<file path="config.mk">
export PLATFORM = sky130hd
export DESIGN_NAME = can_txreq_ctrl
export DESIGN_NICKNAME = d
export VERILOG_FILES = /design/src/rtl/can_txreq_pkg.sv /design/src/rtl/can_txreq_buf.sv /design/src/rtl/can_txreq_seq.sv /design/src/rtl/can_txreq_ctrl.sv
export SDC_FILE = /design/constraint.sdc
export NUM_CORES = 1
export LEC_CHECK = 0
export BUFFER_PORTS_ARGS = -buffer_cell sky130_fd_sc_hd__buf_2
export CORE_MARGIN = 2
export CORE_UTILIZATION = 60
export CTS_CLUSTER_DIAMETER = 30
export DETAILED_ROUTE_END_ITERATION = 12
export HOLD_SLACK_MARGIN = 0.15
export PLACE_DENSITY_LB_ADDON = 0.1
export SLEW_MARGIN = 20
export SYNTH_ARGS = -nofsm -noshare
export SYNTH_HDL_FRONTEND = slang
export SYNTH_SLANG_ARGS = --single-unit
</file>
<file path="constraint.sdc">
create_clock -name clk -period 1.81 [get_ports clk]
set_input_delay 0.0905 -clock clk [delete_from_list [all_inputs] [get_ports clk]]
set_output_delay 0.0905 -clock clk [all_outputs]
set_load 0.1 [all_outputs]
</file>
<file path="src/rtl/can_txreq_pkg.sv">
package can_txreq_pkg;
  localparam int CMD_REQ_BIT   = 0;
  localparam int CMD_ABORT_BIT = 1;
  localparam int CMD_SELF_BIT  = 2;

  typedef struct packed {
    logic req;
    logic abort;
    logic self_rx;
  } txcmd_t;

  function automatic txcmd_t decode_cmd(input logic [7:0] d);
    txcmd_t c;
    c.req     = d[CMD_REQ_BIT];
    c.abort   = d[CMD_ABORT_BIT];
    c.self_rx = d[CMD_SELF_BIT];
    return c;
  endfunction
endpackage

</file>
<file path="src/rtl/can_txreq_buf.sv">
module can_txreq_buf #(
  parameter int BYTES  = 13,
  parameter int ADDR_W = 5,
  parameter int BASE   = 16,
  parameter int DATA_W = 8,
  parameter int IDX_W  = 4
) (
  input  logic              clk,
  input  logic              rst_n,
  input  logic              reset_mode,
  input  logic              locked,
  input  logic              host_we,
  input  logic [ADDR_W-1:0] host_addr,
  input  logic [DATA_W-1:0] host_wdata,
  output logic              hit,
  output logic [DATA_W-1:0] host_rdata,
  input  logic [IDX_W-1:0]  eng_rd_idx,
  output logic [DATA_W-1:0] eng_rd_data
);
  localparam int LAST = BASE + BYTES - 1;

  logic [BYTES-1:0][DATA_W-1:0] mem;
  logic [ADDR_W-1:0]            offs;
  logic [IDX_W-1:0]             idx;
  logic                         wr_ok;

  assign hit   = (int'(host_addr) >= BASE) && (int'(host_addr) <= LAST);
  assign offs  = host_addr - ADDR_W'(BASE);
  assign idx   = offs[IDX_W-1:0];
  assign wr_ok = host_we && hit && !reset_mode && !locked;

  for (genvar g = 0; g < BYTES; g++) begin : g_byte
    always_ff @(posedge clk) begin
      if (!rst_n)
        mem[g] <= '0;
      else if (wr_ok && (int'(idx) == g))
        mem[g] <= host_wdata;
    end
  end

  always_comb begin
    host_rdata = '0;
    if (hit) host_rdata = reset_mode ? '1 : mem[idx];
  end

  always_comb begin
    eng_rd_data = '0;
    if (int'(eng_rd_idx) < BYTES) eng_rd_data = mem[eng_rd_idx];
  end

  AST_LOCKED_WRITE_DROPPED: assert property (@(posedge clk) disable iff (!rst_n)
    (host_we && hit && locked) |=> $stable(mem));
  AST_RESET_MODE_NO_WRITE: assert property (@(posedge clk) disable iff (!rst_n)
    (reset_mode && host_we) |=> $stable(mem));
endmodule

</file>
<file path="src/rtl/can_txreq_seq.sv">
module can_txreq_seq
  import can_txreq_pkg::*;
(
  input  logic   clk,
  input  logic   rst_n,
  input  logic   reset_mode,
  input  logic   cmd_wr,
  input  txcmd_t cmd,
  input  logic   eng_start,
  input  logic   eng_done_ok,
  input  logic   eng_err,
  input  logic   eng_arb_lost,
  output logic   pend,
  output logic   single_shot,
  output logic   self_rx,
  output logic   busy,
  output logic   locked,
  output logic   complete,
  output logic   irq
);
  logic abort_hold;
  logic fail_ev;
  logic no_retry;
  logic new_req;
  logic pure_abort;

  assign fail_ev    = eng_err || eng_arb_lost;
  assign no_retry   = single_shot || abort_hold;
  assign new_req    = cmd_wr && (cmd.req || cmd.self_rx) && !locked;
  assign pure_abort = cmd_wr && cmd.abort && !cmd.req && !cmd.self_rx;

  always_ff @(posedge clk) begin
    if (!rst_n || reset_mode) begin
      pend        <= 1'b0;
      busy        <= 1'b0;
      locked      <= 1'b0;
      single_shot <= 1'b0;
      self_rx     <= 1'b0;
      abort_hold  <= 1'b0;
      complete    <= 1'b1;
      irq         <= 1'b0;
    end else begin
      irq <= 1'b0;
      if (eng_start && pend) begin
        pend <= 1'b0;
        busy <= 1'b1;
      end else if (eng_done_ok && busy) begin
        busy       <= 1'b0;
        locked     <= 1'b0;
        complete   <= 1'b1;
        abort_hold <= 1'b0;
        irq        <= 1'b1;
      end else if (fail_ev && busy) begin
        busy <= 1'b0;
        if (no_retry) begin
          locked     <= 1'b0;
          abort_hold <= 1'b0;
          irq        <= 1'b1;
        end else begin
          pend <= 1'b1;
        end
      end else if (new_req) begin
        pend        <= 1'b1;
        locked      <= 1'b1;
        complete    <= 1'b0;
        single_shot <= cmd.abort;
        self_rx     <= cmd.self_rx && !cmd.req;
        abort_hold  <= 1'b0;
      end else if (pure_abort) begin
        if (pend) begin
          pend   <= 1'b0;
          locked <= 1'b0;
          irq    <= 1'b1;
        end else if (busy) begin
          abort_hold <= 1'b1;
        end
      end
    end
  end

  AST_BUSY_LOCKED: assert property (@(posedge clk) disable iff (!rst_n)
    (busy || pend) |-> locked);
  AST_START_CLEARS_REQ: assert property (@(posedge clk) disable iff (!rst_n)
    (eng_start && pend && !reset_mode) |=> (busy && !pend));
  AST_ZERO_NO_CANCEL: assert property (@(posedge clk) disable iff (!rst_n)
    (pend && cmd_wr && cmd == '0 && !eng_start && !reset_mode) |=> pend);
  AST_OK_COMPLETE: assert property (@(posedge clk) disable iff (!rst_n)
    (busy && eng_done_ok && !reset_mode) |=> (complete && !locked));
  AST_RETRY_LOCKED: assert property (@(posedge clk) disable iff (!rst_n)
    (busy && fail_ev && !no_retry && !reset_mode) |=> (pend && locked));
  AST_IRQ_ON_RELEASE: assert property (@(posedge clk) disable iff (!rst_n)
    irq |-> (!locked && $past(locked)));
  AST_IRQ_PULSE: assert property (@(posedge clk) disable iff (!rst_n)
    irq |=> !irq);
  AST_RESET_MODE_IDLE: assert property (@(posedge clk) disable iff (!rst_n)
    reset_mode |=> (!locked && !busy && !pend && complete && !irq));
endmodule

</file>
<file path="src/rtl/can_txreq_ctrl.sv">
module can_txreq_ctrl
  import can_txreq_pkg::*;
#(
  parameter int BUF_BYTES = 13,
  parameter int ADDR_W    = 5,
  parameter int BUF_BASE  = 16,
  parameter int CMD_ADDR  = 0,
  parameter int DATA_W    = 8,
  parameter int IDX_W     = $clog2(BUF_BYTES)
) (
  input  logic              clk,
  input  logic              rst_n,
  input  logic              reset_mode,
  input  logic              host_we,
  input  logic [ADDR_W-1:0] host_addr,
  input  logic [DATA_W-1:0] host_wdata,
  output logic [DATA_W-1:0] host_rdata,
  output logic              eng_req,
  output logic              eng_single_shot,
  output logic              eng_self_rx,
  input  logic [IDX_W-1:0]  eng_rd_idx,
  output logic [DATA_W-1:0] eng_rd_data,
  input  logic              eng_start,
  input  logic              eng_done_ok,
  input  logic              eng_err,
  input  logic              eng_arb_lost,
  output logic              buf_released,
  output logic              tx_busy,
  output logic              tx_complete,
  output logic              tx_irq
);
  logic              locked;
  logic              buf_hit;
  logic [DATA_W-1:0] buf_rdata;
  logic              cmd_wr;
  txcmd_t            cmd;

  assign cmd_wr = host_we && (host_addr == ADDR_W'(CMD_ADDR)) && !reset_mode;
  assign cmd    = decode_cmd(host_wdata[7:0]);

  can_txreq_buf #(
    .BYTES(BUF_BYTES), .ADDR_W(ADDR_W), .BASE(BUF_BASE),
    .DATA_W(DATA_W), .IDX_W(IDX_W)
  ) u_buf (
    .clk(clk), .rst_n(rst_n), .reset_mode(reset_mode), .locked(locked),
    .host_we(host_we), .host_addr(host_addr), .host_wdata(host_wdata),
    .hit(buf_hit), .host_rdata(buf_rdata),
    .eng_rd_idx(eng_rd_idx), .eng_rd_data(eng_rd_data)
  );

  can_txreq_seq u_seq (
    .clk(clk), .rst_n(rst_n), .reset_mode(reset_mode),
    .cmd_wr(cmd_wr), .cmd(cmd),
    .eng_start(eng_start), .eng_done_ok(eng_done_ok),
    .eng_err(eng_err), .eng_arb_lost(eng_arb_lost),
    .pend(eng_req), .single_shot(eng_single_shot), .self_rx(eng_self_rx),
    .busy(tx_busy), .locked(locked), .complete(tx_complete), .irq(tx_irq)
  );

  assign host_rdata   = buf_hit ? buf_rdata : '0;
  assign buf_released = !locked;

  AST_CMD_READS_ZERO: assert property (@(posedge clk) disable iff (!rst_n)
    (host_addr == ADDR_W'(CMD_ADDR)) |-> (host_rdata == '0));
endmodule

</file>
==> results of run 1 <==
## timing repair
item,4_1_cts,5_1_grt
hold endpoints to repair,69,3
hold buffers,15,3
endpoints found under the setup margin,16,18
pin swaps,2,2
setup buffers,1,1
resized for setup,66,20
## per-stage QoR
| stage | instance area, µm² | power [W] | worst slack (ns) | hold slack, ns |
|---|---|---|---|---|
| after global routing | 8010 | 0.00509 | -0.268 | 0.188 |
| final | 8010 | 0.00496 | -0.211 | 0.177 |
| after detailed placement | 7310 | 0.00331 | -0.193 | 0.461 |
| after floorplan | 6480 | 0.00306 | -0.0839 | 0.227 |
| after global placement | 7310 | 0.00331 | -0.168 | 0.454 |
| after CTS | 7930 | 0.00497 | -0.210 | 0.155 |
## metal layers
| layer | GRT usage, % | wire [µm] |
|---|---|---|
| met5 | 0 | 0 |
| met4 | 12.1 | 543 |
| met3 | 8.10 | 1090 |
| met2 | 54.9 | 8530 |
| met1 | 42.4 | 7360 |
## cells in the final DEF, fill, tap and decap left out, types with 2 or more instances in the layout
cell type / synthesis / final
dfxtp_1: 112 / 96
o211ai_1: 2 / 2
dlygate4sd3_1: 0 / 15
and3_1: 2 / 2
nor2_1: 3 / 3
nand2_1: 39 / 37
clkbuf_8: 0 / 11
nor2b_1: 108 / 108
a221oi_2: 0 / 16
mux2i_1: 104 / 104
dfxtp_2: 0 / 15
o21ai_0: 5 / 4
nand3_2: 10 / 10
buf_2: 5 / 30
o41ai_1: 2 / 2
buf_4: 9 / 49
a31oi_4: 0 / 8
buf_12: 0 / 28
clkinv_1: 2 / 2
a21oi_1: 5 / 5
nor3_2: 0 / 2
mux4_2: 48 / 48
clkinvlp_4: 0 / 2
a311oi_4: 0 / 8
inv_1: 3 / 3
## final cells by class
cell class                      instances  area, µm²
Fill cell                             617       2130
Inverter                                5       18.8
Tap cell                              136        170
Clock buffer                           11        151
Sequential cell                       112       2260
Timing Repair Buffer                  124       1260
Clock inverter                          4       53.8
Multi-Input combinational cell        391       4100
## tightest hold or removal path: cells and delay by family
| family | cells | cell delay [ns] |
|---|---|---|
| multiplexers | 1 | 0.17 |
| buffers and inverters | 1 | 0.22 |
| AND/OR/NAND/NOR | 1 | 0.06 |
## sequential cells by signal (all words and copies together), names as in the netlist
signal	count
u_seq.pend	1
u_buf.mem	104
u_seq.single_shot	1
u_seq.locked	1
u_seq.abort_hold	1
u_seq.irq	1
u_seq.busy	1
u_seq.complete	1
u_seq.self_rx	1
## cell families after synthesis
group                  Yosys count  synth area share, %
AND/OR/NAND/NOR                182                 18.4
multiplexers                   152                 34.4
flip-flops                     112                 36.3
AO/OA/AOI/OAI                   57                 7.03
buffers and inverters           49                 3.87
## report_power, final
part,total [W],switching [W],internal [W]
combinational,0.000889,0.000522,0.000367
sequential,0.00248,0.00000754,0.00247
clock,0.00159,0.000879,0.000711
total,0.00496,0.00141,0.00355
## path summary, 6_finish.rpt
kind | start | end | slack (ns)
max | u_buf.mem[61] | host_rdata[5] | -0.21
min reg2reg | u_seq.self_rx | u_seq.self_rx | 0.50
min | host_wdata[0] | u_buf.mem[0] | 0.18
max reg2reg | u_seq.locked | u_seq.single_shot | 0.07
==> reports/qor.csv, run 1 <==
stage;metric;value;unit
timing;Final WS setup;-0.211;ns
synth;most frequent cell after synthesis;dfxtp_1;
timing;Final min period;2.02;ns
synth;synth warn;0;
floorplanning;Starting Density;60.9;%
drt;Vias;4892;
final_layout;diode count;0;
drt;DR iter-0 viols;398;
clock_network;Longest Clk Path Bufs;2;
timing;Worst-Margin Slew;0.599;ns
synth;largest area contributor in the synthesized netlist;dfxtp_1;
synth;leading cell types by count after synthesis;dfxtp_1, nor2b_1, mux2i_1;
global_routing;antenna violations before repair;0;
final_layout;Post-Route Utilization;79.0;%
final_layout;final net count;668;
timing;unrepaired setup endpoints after global routing;yes;
timing;Slew Limit Fails;0;
final_layout;synthesis-to-layout area growth;29.8;%
synth;Netlist cell types;50;
final_layout;share of layout cells above drive strength 1;37.7;%
critical_path;Req. time, crit path;1.72;ns
synth;Synth Flop Type;dfxtp_1;
critical_path;Worst Path Buf+Inv;2;
synth;Yosys top cell area share;36.3;%
drt;DR WL/cell;22.4;µm
clock_network;root buf cell;clkbuf_8;
power;cell area power density;619;nW/µm²
critical_path;crit-path cells;mux4_2 > a221oi_2 > buf_4 > a311oi_4 > buf_12;
floorplanning;Core Region;10100;µm²
synth;fraction of registers with async set/reset;0;%
drt;drt first pass iters;5;
critical_path;Crit-path slowest cell;mux4_2;
critical_path;Slowest Stage Delay on Critical Path;0.51;ns
run_status;violated checks;setup timing;
flow_run;number of max-cap violations;0;
global_routing;vias in the first global route;5093;
final_layout;final cell count without fillers;783;
place;Post-DP HPWL;11800;µm
floorplanning;number of core rows;37;
global_routing;global route total overflow;0;
synth;Avg Cell Area, Syn;11.2;µm²
critical_path;Levels on crit path;5;
synth;syn nets;577;
floorplanning;chip width;105;µm
critical_path;CP Capture Type;output pin;
drt;overall routed net length;17500;µm
timing;endpoints failing setup;17;
floorplanning;I/O Pins;48;
timing;setup TNS;-2.46;ns
critical_path;Setup crit start kind;flip-flop;
min_path;worst hold path depth;3;
clock_network;Reg clk slew, reported paths;0.11;ns
drt;DR DRC count;0;
place;Cells after DPL;751;
place;Port Buffers;47;
drt;Via-to-Cell Ratio;6.25;
floorplanning;Die Y-Extent;105;µm
clock_network;worst-skew pair later-pin latency;0.40;ns
clock_network;H-tree depth;3;
clock_network;TritonCTS Buffers;9;
global_routing;first-pass GRT wire length;27700;µm
floorplanning;die area;11100;µm²
min_path;Worst Hold Class;input port to flip-flop;
synth;FF+latch count, synth;112;
timing;final clock period utilization by the worst path;112;%
synth;number of synthesized flops with an enable pin;0;
critical_path;Worst Setup Path Type;flip-flop to output pin;
critical_path;critical path's top delay family;multiplexers;
critical_path;reg2reg path depth;6;
synth;top post-synthesis cells by area;dfxtp_1, mux4_2, mux2i_1, nor2b_1, a221oi_1;
synth;Cell Area, Synth;6170;µm²
critical_path;Max Fanout on Critical Path;3;
place;gpl congestion;0.875;
power;Pleak;3.27;nW
run_status;outcome;complete, but fails checks;
synth;Seq/Total Area, Yosys;36.3;%
timing;highest clock rate;495;MHz
timing;Max Clock Skew;0.00706;ns
global_routing;maximum number of pins on one net before global-route repair;72;
timing;Slew HR;60.0;%
global_routing;Tot GR Track Use;33.2;%
clock_network;TritonCTS clock tree;done;
critical_path;WP data arrival;1.93;ns
synth;Cells after Synth;552;
clock_network;Sink Count;112;
power;maximum VDD drop;771;µV
drt;number of routed nets with antenna violations;0;
timing;hold violation count in the final report;0;
Note: power is estimated with default switching activity, not from simulation.
==> run 2: changes to the inputs <==
--- a/config.mk
+++ b/config.mk
@@ -6,8 +6,10 @@
 export NUM_CORES = 1
 export LEC_CHECK = 0
 export BUFFER_PORTS_ARGS = -buffer_cell sky130_fd_sc_hd__buf_2
+export CELL_PAD_IN_SITES_DETAIL_PLACEMENT = 1
+export CELL_PAD_IN_SITES_GLOBAL_PLACEMENT = 2
 export CORE_MARGIN = 2
-export CORE_UTILIZATION = 60
+export CORE_UTILIZATION = 41
 export CTS_CLUSTER_DIAMETER = 30
 export DETAILED_ROUTE_END_ITERATION = 12
 export HOLD_SLACK_MARGIN = 0.15
==> run 2 against run 1 <==
Effect of this change: sequential power is essentially flat; non-clock buffer count shrank 15; sequential cell count is the same; combinational power is essentially flat; total power grew 6.8%; the flow still finishes with violations (setup timing); clock-buffer cell count shrank 2; register-to-register slack gained 0.03 ns; critical path type unchanged; worst hold slack lost 0.069 ns.
==> reports/qor.csv, run 2 (synthesis gave the netlist of run 1 again) <==
stage;metric;value;unit
run_status;outcome;complete, but fails checks;
run_status;violated checks;setup timing;
critical_path;CP Capture Type;output pin;
drt;number of routed nets with antenna violations;0;
critical_path;worst r2r dst;u_seq.complete;
critical_path;Max Fanout on Critical Path;3;
drt;DR WL/cell;24.9;µm
critical_path;Crit-path slowest cell;mux4_2;
place;Port Buffers;47;
final_layout;commonest non-fill, non-tap cell in the layout;nor2b_1;
clock_network;Reg clk slew, reported paths;0.07;ns
floorplanning;I/O Pins;48;
final_layout;final cell count without fillers;816;
timing;Slew Limit Fails;0;
flow_run;number of max-cap violations;0;
timing;unrepaired setup endpoints after global routing;yes;
place;Cells after DPL;791;
critical_path;flop2flop setup slack;0.10;ns
timing;final clock period utilization by the worst path;112;%
timing;Worst-Margin Slew;1.06;ns
drt;DR iter-0 viols;309;
global_routing;first-pass GRT wire length;31300;µm
critical_path;Slowest Stage Delay on Critical Path;0.49;ns
power;clock group share of total power;36.4;%
critical_path;Worst Path Buf+Inv;2;
clock_network;TritonCTS clock tree;done;
clock_network;Longest Clk Path Bufs;2;
critical_path;Req. time, crit path;1.72;ns
min_path;WHS Endpoint;u_seq.busy;
floorplanning;Die Y-Extent;127;µm
min_path;hold path start;eng_done_ok;
power;P_sw;0.00154;W
clock_network;worst-skew pair later-pin latency;0.37;ns
floorplanning;chip width;127;µm
clock_network;Sink Count;112;
critical_path;Levels on crit path;5;
timing;WHS;0.108;ns
min_path;worst hold path depth;4;
floorplanning;Core Region;14600;µm²
clock_network;root buf cell;clkbuf_16;
floorplanning;number of core rows;44;
drt;overall routed net length;20400;µm
final_layout;diode count;0;
timing;endpoints failing setup;16;
min_path;Worst Hold Class;input port to flip-flop;
global_routing;Tot GR Track Use;26.2;%
power;sequential share of power;46.8;%
drt;Vias;4873;
drt;DR DRC count;0;
final_layout;Most flops, register;u_buf.mem;
timing;Slew HR;29.5;%
critical_path;WP data arrival;1.94;ns
drt;drt first pass iters;4;
global_routing;maximum number of pins on one net before global-route repair;67;
power;maximum VDD drop;478;µV
timing;setup TNS;-1.98;ns
place;gpl congestion;0.838;
critical_path;reg2reg path depth;6;
power;internal power;0.00375;W
final_layout;final net count;653;
power;cell area power density;664;nW/µm²
critical_path;reg2reg start;u_seq.locked;
timing;hold violation count in the final report;0;
floorplanning;Starting Density;42.2;%
final_layout;most frequent cells in the layout;nor2b_1, mux2i_1, dfxtp_1;
global_routing;vias in the first global route;5261;
clock_network;H-tree depth;3;
critical_path;crit path launch;u_buf.mem[58];
critical_path;Setup crit start kind;flip-flop;
place;Post-DP HPWL;13700;µm
final_layout;synthesis-to-layout area growth;29.1;%
final_layout;Largest register FFs;104;
timing;Final min period;2.03;ns
critical_path;critical path's top delay family;multiplexers;
timing;Final WS setup;-0.221;ns
global_routing;global route total overflow;0;
floorplanning;die area;16100;µm²
power;combinational power share;16.8;%
timing;highest clock rate;492;MHz
clock_network;TritonCTS Buffers;9;
timing;Max Clock Skew;0.00403;ns
power;Pleak;3.20;nW
global_routing;antenna violations before repair;0;
power;Sw Ratio;29.1;%
final_layout;share of layout cells above drive strength 1;37.5;%
critical_path;Worst Setup Path Type;flip-flop to output pin;
drt;Via-to-Cell Ratio;5.97;
critical_path;crit-path cells;mux4_2 > a221oi_4 > buf_4 > a311oi_4 > buf_12;
-- run 2: changes by cell type in the layout (fill, tap and decap cells not counted), moves of 4 or more --
cell and change:
buf_4 -6, dfxtp_2 +5, clkbuf_8 -11, dfxtp_1 -4, dlygate4sd3_1 -7, a221oi_2 -4
clkbuf_16 +9
-- run 2: worst max-delay path by stage --
| stage | endpoint |
|---|---|
| 2_1_floorplan | host_rdata[0] |
| 3_3_place_gp | host_rdata[2] |
| 3_5_place_dp | host_rdata[2] |
| 4_1_cts | host_rdata[6] |
| 5_1_grt | host_rdata[2] |
| 6_report | host_rdata[2] |
-- run 2: worst register-to-register path, cell delays in order, from the launching register on --
cell	delay [ns]
dfxtp_1	0.35
o21ba_4	0.25
nand3_2	0.08
buf_4	0.17
nor2_1	0.10
o21ai_0	0.09
dlygate4sd3_1	0.57
-- run 2: metrics by stage --
step                      util [%]  power (W)  worst slack [ns]  instance area, µm²
after floorplan                  -    0.00306           -0.0839                6480
after global placement        50.9    0.00337            -0.162                7450
after detailed placement      50.9    0.00338            -0.146                7450
after CTS                     54.2    0.00534            -0.212                7940
after global routing          54.4    0.00548            -0.253                7970
final                         54.4    0.00529            -0.221                7970
-- run 2: per-layer routing --
layer	vias to the layer above	part of all wire, %	track usage [%]
li1	2207	-	-
met1	2511	44	34.6
met2	126	49	43.3
met3	29	5.4	6.41
met4	0	1.9	7.05
met5	-	0	0
-- run 2: cell type report --
class / count / area (µm²)
fillers: 1505 / 6680
inverters: 5 / 18.8
repair buffers: 109 / 1100
multi-input cells: 391 / 4080
flip-flops and latches: 112 / 2270
well taps: 184 / 230
clock buffers: 9 / 225
clock inverters: 6 / 45.0
-- run 2: power groups by stage --
stage	clock network, W	registers [W]	logic [W]
2_1_floorplan	0	0.00253	0.000525
6_report	0.00193	0.00248	0.000887
3_3_place_gp	0	0.00254	0.000837
4_1_cts	0.00198	0.00248	0.000880
3_5_place_dp	0	0.00254	0.000846
5_1_grt	0.00208	0.00248	0.000921
-- run 2: timing repair --
item,in CTS,in global routing
hold buffers,8,1
pin swaps,2,0
setup endpoints to repair,16,18
setup buffers,2,0
hold endpoints to repair,10,1
resized for setup,29,10
==> run 3: changes to the inputs <==
--- a/config.mk
+++ b/config.mk
@@ -5,13 +5,13 @@
 export SDC_FILE = /design/constraint.sdc
 export NUM_CORES = 1
 export LEC_CHECK = 0
-export BUFFER_PORTS_ARGS = -buffer_cell sky130_fd_sc_hd__buf_2
 export CELL_PAD_IN_SITES_DETAIL_PLACEMENT = 1
 export CELL_PAD_IN_SITES_GLOBAL_PLACEMENT = 2
 export CORE_MARGIN = 2
-export CORE_UTILIZATION = 41
+export CORE_UTILIZATION = 43
 export CTS_CLUSTER_DIAMETER = 30
 export DETAILED_ROUTE_END_ITERATION = 12
+export DONT_BUFFER_PORTS = 1
 export HOLD_SLACK_MARGIN = 0.15
 export PLACE_DENSITY_LB_ADDON = 0.1
 export SLEW_MARGIN = 20
==> run 3 against run 2 <==
Effect of this change: sequential power about the same; via count decreased by 3.8%; first-iteration DRC count shrank 28%; cell area down 0.75%; register-to-register slack better by 0.02 ns; non-clock buffer count decreased by 35; clock power increased by 17%; largest cell class unchanged; the run still ends with setup timing left.
==> reports/qor.csv, run 3 (synthesis gave the netlist of run 1 again) <==
stage;metric;value;unit
run_status;outcome;complete, but fails checks;
run_status;violated checks;setup timing;
global_routing;antenna violations before repair;0;
critical_path;WP data arrival;1.85;ns
critical_path;Max Fanout on Critical Path;3;
drt;overall routed net length;19300;µm
drt;number of routed nets with antenna violations;0;
power;Pleak;3.04;nW
critical_path;worst r2r dst;u_seq.locked;
final_layout;Largest register FFs;104;
drt;drt first pass iters;4;
final_layout;# fillers;1394;
timing;hold violation count in the final report;0;
min_path;WHS Endpoint;u_seq.self_rx;
floorplanning;I/O Pins;48;
power;sequential share of power;45.4;%
place;Placed Area;7030;µm²
floorplanning;number of core rows;43;
power;maximum VDD drop;507;µV
min_path;Worst Hold Class;input port to flip-flop;
drt;DR iter-0 viols;222;
clock_network;Sink Count;112;
drt;Vias;4688;
power;cell area power density;691;nW/µm²
critical_path;reg2reg start;u_seq.locked;
floorplanning;chip width;124;µm
place;Port Buffers;0;
floorplanning;Die Y-Extent;124;µm
floorplanning;Core Region;13900;µm²
clock_network;Reg clk slew, reported paths;0.07;ns
final_layout;commonest non-fill, non-tap cell in the layout;nor2b_1;
critical_path;Slowest Stage Delay on Critical Path;0.51;ns
clock_network;worst-skew pair later-pin latency;0.37;ns
timing;Worst-Margin Slew;1.10;ns
critical_path;Setup crit start kind;flip-flop;
timing;final clock period utilization by the worst path;107;%
final_layout;register area;2260;µm²
timing;Max Clock Skew;0.00498;ns
clock_network;Longest Clk Path Bufs;2;
min_path;worst hold path depth;4;
timing;Slew Limit Fails;0;
timing;endpoints failing setup;15;
clock_network;H-tree depth;3;
critical_path;Worst Setup Path Type;flip-flop to output pin;
critical_path;CP Capture Type;output pin;
power;P_sw;0.00142;W
final_layout;diode count;0;
floorplanning;die area;15300;µm²
timing;Final WS setup;-0.128;ns
final_layout;post-route cell area;7910;µm²
power;internal power;0.00404;W
drt;DR WL/cell;24.8;µm
final_layout;area of the multi-input gates;4210;µm²
critical_path;crit-path cells;mux4_2 > a221oi_4 > a311oi_4 > buf_12;
critical_path;flop2flop setup slack;0.12;ns
global_routing;first-pass GRT wire length;29900;µm
power;Sw Ratio;26.0;%
final_layout;Post-Route Utilization;56.8;%
final_layout;Most flops, register;u_buf.mem;
place;gpl congestion;0.821;
critical_path;Crit-path slowest cell;mux4_2;
final_layout;final net count;618;
timing;unrepaired setup endpoints after global routing;yes;
global_routing;global route total overflow;0;
critical_path;reg2reg path depth;5;
critical_path;Req. time, crit path;1.72;ns
min_path;hold path start;host_addr[2];
floorplanning;Starting Density;44.3;%
final_layout;synthesis-to-layout area growth;28.1;%
timing;highest clock rate;516;MHz
timing;WHS;0.104;ns
flow_run;number of max-cap violations;0;
timing;Final min period;1.94;ns
place;Post-DP HPWL;12100;µm
power;overall power;0.00546;W
global_routing;vias in the first global route;5039;
power;clock group share of total power;41.3;%
drt;DR DRC count;0;
drt;Via-to-Cell Ratio;6.03;
clock_network;TritonCTS Buffers;9;
final_layout;most frequent cells in the layout;nor2b_1, mux2i_1, dfxtp_1;
global_routing;Tot GR Track Use;26.9;%
power;combinational power share;13.4;%
global_routing;maximum number of pins on one net before global-route repair;107;
clock_network;root buf cell;clkbuf_16;
clock_network;TritonCTS clock tree;done;
timing;Slew HR;26.5;%
final_layout;share of layout cells above drive strength 1;30.6;%
-- run 3: through the flow --
stage / instances / TNS, ns / setup WS, ns
2_1_floorplan: 552 / -0.671 / -0.0839
3_3_place_gp: 735 / 0 / 0.209
3_5_place_dp: 735 / 0 / 0.137
4_1_cts: 775 / -1.25 / -0.136
5_1_grt: 778 / -1.93 / -0.203
6_report: 778 / -1.05 / -0.128
-- run 3: worst max path at each step --
stage	start	end	slack, ns	depth (start not counted)
3_3_place_gp	u_buf.mem[62]	host_rdata[6]	0.21	4
5_1_grt	u_buf.mem[62]	host_rdata[6]	-0.20	4
3_5_place_dp	u_buf.mem[57]	host_rdata[1]	0.14	4
2_1_floorplan	host_addr[0]	host_rdata[0]	-0.08	5
4_1_cts	u_buf.mem[62]	host_rdata[6]	-0.14	4
6_report	u_buf.mem[62]	host_rdata[6]	-0.13	4
-- run 3: area by class of cell --
cell class	count	area share (%)
Tap cell	180	2.85
Inverter	5	0.237
Multi-Input combinational cell	391	53.3
Timing Repair Buffer	74	10.9
Clock inverter	5	1.11
Sequential cell	112	28.6
Clock buffer	11	3.07
-- run 3: repair_timing --
| item | in CTS | in global routing |
|---|---|---|
| setup buffers | 0 | 2 |
| setup endpoints to repair | 16 | 19 |
| resized for setup | 38 | 5 |
| pin swaps | 2 | 3 |
| hold buffers | 24 | 1 |
| endpoints found under the hold margin | 112 | 1 |
-- run 3: routing by layer --
layer	track usage, %	vias to the layer above	part of all wire, %
met2	45.8	103	50
met4	8.10	0	2.2
met5	0	-	0
met1	34.2	2410	44
met3	5.95	37	4.0
li1	-	2138	-
-- run 3: critical path, delay by kind of cell, from the launching register on --
| kind | cells | cell delay, ns |
|---|---|---|
| compound gates | 2 | 0.39 |
| mux | 1 | 0.51 |
| buf+inv | 1 | 0.25 |
| flops | 1 | 0.33 |
-- run 3: power by group through the flow --
stage / combinational (W) / clock (W) / sequential, W
after floorplan: 0.000525 / 0 / 0.00253
after global placement: 0.000570 / 0 / 0.00253
after detailed placement: 0.000572 / 0 / 0.00254
after CTS: 0.000726 / 0.00230 / 0.00248
after global routing: 0.000757 / 0.00240 / 0.00248
final: 0.000730 / 0.00226 / 0.00248
